`src/rtl/sio_status_pkg.sv`:
```
package sio_status_pkg;

  typedef enum logic [1:0] {
    MODE_ASYNC     = 2'b00,
    MODE_BYTE_SYNC = 2'b01,
    MODE_BIT_SYNC  = 2'b10,
    MODE_RSVD      = 2'b11
  } sio_mode_e;

  localparam int CMD_LSB = 3;
  localparam int CMD_W   = 3;
  localparam logic [CMD_W-1:0] CMD_RST_EXT = 3'd2;
  localparam logic [CMD_W-1:0] CMD_RST_ERR = 3'd6;

  localparam int RES_W = 3;

  // index of each error-class sticky flag
  localparam int ERR_PAR    = 0;
  localparam int ERR_OVR    = 1;
  localparam int ERR_CRC    = 2;
  localparam int ERR_EOF    = 3;
  localparam int NUM_STICKY = 4;

endpackage

```
`src/rtl/sio_cmd_decode.sv`:
```
module sio_cmd_decode
  import sio_status_pkg::*;
#(
  parameter int DW = 8
) (
  input  logic          wr_en_i,
  input  logic [DW-1:0] wr_data_i,
  output logic          ext_rst_o,
  output logic          err_rst_o
);

  logic [CMD_W-1:0] code;

  always_comb begin
    code      = wr_data_i[CMD_LSB +: CMD_W];
    ext_rst_o = wr_en_i && (code == CMD_RST_EXT);
    err_rst_o = wr_en_i && (code == CMD_RST_ERR);
  end

endmodule

```
`src/rtl/sio_sticky_bit.sv`:
```
module sio_sticky_bit (
  input  logic clk,
  input  logic rst_n,
  input  logic set_i,
  input  logic clr_i,
  output logic q_o
);

  logic q_d;
  logic q_q;

  // set has priority over clear so that no event is lost
  always_comb begin
    q_d = q_q;
    if (clr_i) q_d = 1'b0;
    if (set_i) q_d = 1'b1;
  end

  always_ff @(posedge clk or negedge rst_n) begin
    if (!rst_n) q_q <= 1'b0;
    else        q_q <= q_d;
  end

  assign q_o = q_q;

endmodule

```
`src/rtl/sio_line_state.sv`:
```
module sio_line_state
  import sio_status_pkg::*;
(
  input  logic             clk,
  input  logic             rst_n,
  input  logic             tx_idle_i,
  input  logic             res_load_i,
  input  logic [RES_W-1:0] residue_i,
  output logic             sent_o,
  output logic [RES_W-1:0] residue_o
);

  logic             sent_d, sent_q;
  logic [RES_W-1:0] res_d, res_q;

  always_comb begin
    sent_d = tx_idle_i;
    res_d  = res_q;
    if (res_load_i) res_d = residue_i;
  end

  always_ff @(posedge clk or negedge rst_n) begin
    if (!rst_n) begin
      sent_q <= 1'b1;
      res_q  <= '0;
    end else begin
      sent_q <= sent_d;
      if (res_load_i) res_q <= res_d;
    end
  end

  assign sent_o    = sent_q;
  assign residue_o = res_q;

endmodule

```
`src/rtl/sio_status_flags.sv`:
```
module sio_status_flags
  import sio_status_pkg::*;
#(
  parameter int DW     = 8,
  parameter bit IRQ_EN = 1'b1
) (
  input  logic          clk,
  input  logic          rst_n,
  input  logic [1:0]    mode_i,
  input  logic          par_en_i,
  input  logic          par_odd_i,
  input  logic          err_ie_i,
  input  logic          rx_char_stb_i,
  input  logic [DW-1:0] rx_data_i,
  input  logic          rx_par_i,
  input  logic          rx_ovr_stb_i,
  input  logic          crc_err_stb_i,
  input  logic          eof_stb_i,
  input  logic [2:0]    residue_i,
  input  logic          abort_stb_i,
  input  logic          tx_idle_i,
  input  logic          wr_en_i,
  input  logic [7:0]    wr_data_i,
  output logic [7:0]    stat0_o,
  output logic [7:0]    stat1_o,
  output logic          irq_o
);

  sio_mode_e mode;
  logic      is_async, is_bit;
  logic      ext_rst, err_rst;
  logic      par_bad;
  logic [NUM_STICKY-1:0] err_set, err_q;
  logic      abort_set, abort_q;
  logic      sent_q;
  logic [RES_W-1:0] res_q;

  always_comb begin
    mode     = sio_mode_e'(mode_i);
    is_async = (mode == MODE_ASYNC);
    is_bit   = (mode == MODE_BIT_SYNC);
  end

  sio_cmd_decode #(.DW(8)) u_dec (
    .wr_en_i   (wr_en_i),
    .wr_data_i (wr_data_i),
    .ext_rst_o (ext_rst),
    .err_rst_o (err_rst)
  );

  // received word including its parity bit must have the programmed sense
  always_comb begin
    par_bad = ((^{rx_data_i, rx_par_i}) != par_odd_i);
    err_set           = '0;
    err_set[ERR_PAR]  = rx_char_stb_i && par_en_i && par_bad;
    err_set[ERR_OVR]  = rx_ovr_stb_i;
    err_set[ERR_CRC]  = crc_err_stb_i;
    err_set[ERR_EOF]  = eof_stb_i && is_bit;
    abort_set         = abort_stb_i && is_bit;
  end

  for (genvar gi = 0; gi < NUM_STICKY; gi++) begin : g_err
    sio_sticky_bit u_flag (
      .clk   (clk),
      .rst_n (rst_n),
      .set_i (err_set[gi]),
      .clr_i (err_rst),
      .q_o   (err_q[gi])
    );
  end

  sio_sticky_bit u_abort (
    .clk   (clk),
    .rst_n (rst_n),
    .set_i (abort_set),
    .clr_i (ext_rst),
    .q_o   (abort_q)
  );

  sio_line_state u_line (
    .clk        (clk),
    .rst_n      (rst_n),
    .tx_idle_i  (tx_idle_i),
    .res_load_i (eof_stb_i && is_bit),
    .residue_i  (residue_i),
    .sent_o     (sent_q),
    .residue_o  (res_q)
  );

  always_comb begin
    stat0_o    = '0;
    stat0_o[7] = abort_q && is_bit;
    stat1_o    = {err_q[ERR_EOF], err_q[ERR_CRC], err_q[ERR_OVR], err_q[ERR_PAR],
                  (is_bit ? res_q : '0),
                  (is_async ? sent_q : 1'b1)};
  end

  if (IRQ_EN) begin : g_irq
    assign irq_o = err_ie_i && (err_q[ERR_PAR] || err_q[ERR_OVR] || err_q[ERR_CRC]);
  end else begin : g_no_irq
    assign irq_o = 1'b0;
  end

endmodule

```
`config.mk`:
```
export PLATFORM = sky130hd
export DESIGN_NAME = sio_status_flags
export DESIGN_NICKNAME = d
export VERILOG_FILES = /design/src/rtl/sio_status_pkg.sv /design/src/rtl/sio_cmd_decode.sv /design/src/rtl/sio_sticky_bit.sv /design/src/rtl/sio_line_state.sv /design/src/rtl/sio_status_flags.sv
export SDC_FILE = /design/constraint.sdc
export NUM_CORES = 1
export LEC_CHECK = 0
export BUFFER_PORTS_ARGS = -buffer_cell sky130_fd_sc_hd__buf_2
export CAP_MARGIN = 20
export CELL_PAD_IN_SITES_DETAIL_PLACEMENT = 0
export CELL_PAD_IN_SITES_GLOBAL_PLACEMENT = 1
export CORE_UTILIZATION = 26
export DETAILED_ROUTE_END_ITERATION = 12
export PLACE_DENSITY_LB_ADDON = 0.1
export SYNTH_ARGS = -nofsm -noshare
export SYNTH_HDL_FRONTEND = slang
export SYNTH_HIERARCHICAL = 1
export SYNTH_SLANG_ARGS = --single-unit
```
`constraint.sdc`:
```
create_clock -name clk -period 1.4 [get_ports clk]
set_clock_uncertainty 0.15 [all_clocks]
set_input_delay 0.28 -clock clk [delete_from_list [all_inputs] [get_ports clk]]
set_output_delay 0.28 -clock clk [all_outputs]
set_load 0.02 [all_outputs]
```
==> run metrics <==
Clock Tree Root=clkbuf_4; worst reg2reg setup slack=0.45 ns; Pwr Density=930 nW/um^2; failing checks=setup timing; I/O Pins=51; Yosys top cell area share=0.362; RePlAce Congestion=0.585; final non-filler cell total=125; DRC=0; Rows=16; Netlist cell types=17; CTS Buf Count=3; placed cells=116; worst-skew pair later-pin latency=0.25 ns; kind of critical path=flip-flop to output port; met2 wire len=564 um; Area contributors post-synth=dfrtp_1 36%, buf_4 9.5%, xnor2_1 9.5%, a21o_1 6.8%, and2_1 6.8%; proportion of layout cells with a drive suffix above 1=0.571; DRT Pass-1 Iters=1; CP required=0.97 ns; Starting Density=0.279; Syn Inst Count=50; Via Count=504; cell with the most instances after synthesis=dfrtp_1; VDD IR-drop max=391 uV; Max clock buf depth=2; Die Area=2320 um^2; Post-synth EDFFs=0; RSZ-0062 raised after global routing=yes; clk slew on worst S/H paths=0.06 ns; max layer used=met3; Diodes inserted=0; Post-Route WL=1050 um; setup violators final=2; LEAKAGE=0.444 nW; Post-DP HPWL=886 um; metal3 WL=74 um; final worst slack=-0.104 ns; count of final max-slew check failures=0; Iter 0 DRT Violations=0; total track usage=0.0934; CP startpoint kind=flip-flop; cell area after synthesis=553 um^2; final net count=133; Area growth syn-to-layout=56.6%; Post-Route M1 WL=409 um; top cells by count, synth=8 x dfrtp_1, 7 x buf_4, 6 x and2_1, 6 x xnor2_1; Port Buffer Count=38; ys flop type=dfrtp_1; ys async rst share=1.00; vias in the first global route=380; Mapped Avg Cell Area=11.1 um^2; period utilisation layout=1.07; largest net degree at the start of global routing=10; largest area contributor in the netlist=dfrtp_1; die width=48.1 um; #FFs+latches synth=9; crit path max fanout=2; Synth Warn #=6; CTS tree=yes; Worst Hold Class=input port to flip-flop; clock sink count=9; Max Cap Violations=0; via/cell ratio=4.03; antenna viol nets, final=0; pre-CTS worst setup slack=-0.234 ns; min Tclk post-route=1.50 ns; Die H=48.1 um; initial antenna violation count=0; crit end category=output port; Core Region=1980 um^2; aggregate global routing overflow=0; Final Hold Violating Endpoints=0; wire per inst=8.38 um; share of the yosys chip area belonging to registers=0.410; first-pass GRT wire length=1450 um; WP data arrival=1.07 ns; fmax=0.665 GHz; run status=finished with violations; H-tree depth=1
-- worst paths after layout --
check,depth (start not counted),from,to
max,2,g_err[1].u_flag/q_o$_DFFE_PN0P_,irq_o
max reg2reg,2,g_err[0].u_flag/q_o$_DFFE_PN0P_,g_err[0].u_flag/q_o$_DFFE_PN0P_
max in group asynchronous,2,rst_n,u_line/sent_o$_DFF_PN1_
min reg2reg,1,u_abort/q_o$_DFFE_PN0P_,u_abort/q_o$_DFFE_PN0P_
min,2,rx_ovr_stb_i,g_err[1].u_flag/q_o$_DFFE_PN0P_
min in group asynchronous,2,rst_n,u_abort/q_o$_DFFE_PN0P_
-- final cells by class --
type	count	area, um^2
Multi-Input combinational cell	35	298
Clock buffer	4	26.3
Tap cell	27	33.8
Inverter	5	18.8
Sequential cell	9	226
Timing Repair Buffer	45	263
Fill cell	205	1120
-- cells in the final DEF, fill, tap and decap left out, types with 2 or more instances in the layout --
cell type and instances:
conb_1 7, inv_1 5, xnor2_1 5, xnor2_2 2
clkbuf_4 3, buf_6 2, a21o_1 5, buf_2 35
dfrtp_1 8, mux2_2 3, dlygate4sd3_1 2, buf_4 6
and2_1 6
-- critical path, stage by stage (launching register included) --
cell and delay, ns:
dfrtp_1 0.38, o31a_1 0.31, buf_6 0.13
-- what timing repair did --
action	4_1_cts	5_1_grt
gates cloned	0	0
buffers inserted	3	0
setup endpoints to repair	4	5
endpoints found under the hold margin	10	0
pin swaps	1	1
gates resized for setup	3	5
hold buffers	2	0
-- kinds of logic after synthesis --
family | share of synthesized area
XOR/XNOR | 0.165
flip-flops | 0.410
other | 0.00678
multiplexers | 0.0611
AND/OR/NAND/NOR | 0.145
buffers and inverters | 0.129
AO/OA/AOI/OAI | 0.0837
-- stage by stage --
step	TNS, ns	util	total power, mW	hold WS (ns)	instance area [um^2]
finish	-0.198	0.437	0.805	0.0523	866
global route	-0.279	0.437	0.864	0.0395	866
CTS	-0.222	0.427	0.814	0.0454	847
detailed placement	-0.730	0.388	0.581	-0.00687	769
global placement	-0.832	0.388	0.576	-0.00514	769
floorplan	-0.0615	-	0.500	-0.166	583
-- sequential cells by signal, summed over array words and instances (netlist names) --
register,cells
g_err.u_flag/q_o,4
u_line/residue_o,3
u_line/sent_o,1
u_abort/q_o,1
-- metal layers --
layer | GRT usage | vias to the layer above
li1 | - | 244
met1 | 0.108 | 236
met2 | 0.151 | 24
met3 | 0.0333 | 0
met4 | 0.0500 | 0
met5 | 0 | -
-- report_power, final --
group / internal, mW / total (mW) / leakage (nW) / switching, mW
logic: 0.161 / 0.288 / 0.333 / 0.127
clock network: 0.110 / 0.196 / 0.0150 / 0.0860
registers: 0.302 / 0.321 / 0.0965 / 0.0188
total: 0.573 / 0.805 / 0.444 / 0.231
No activity file was read; power rests on OpenSTA's default activity.
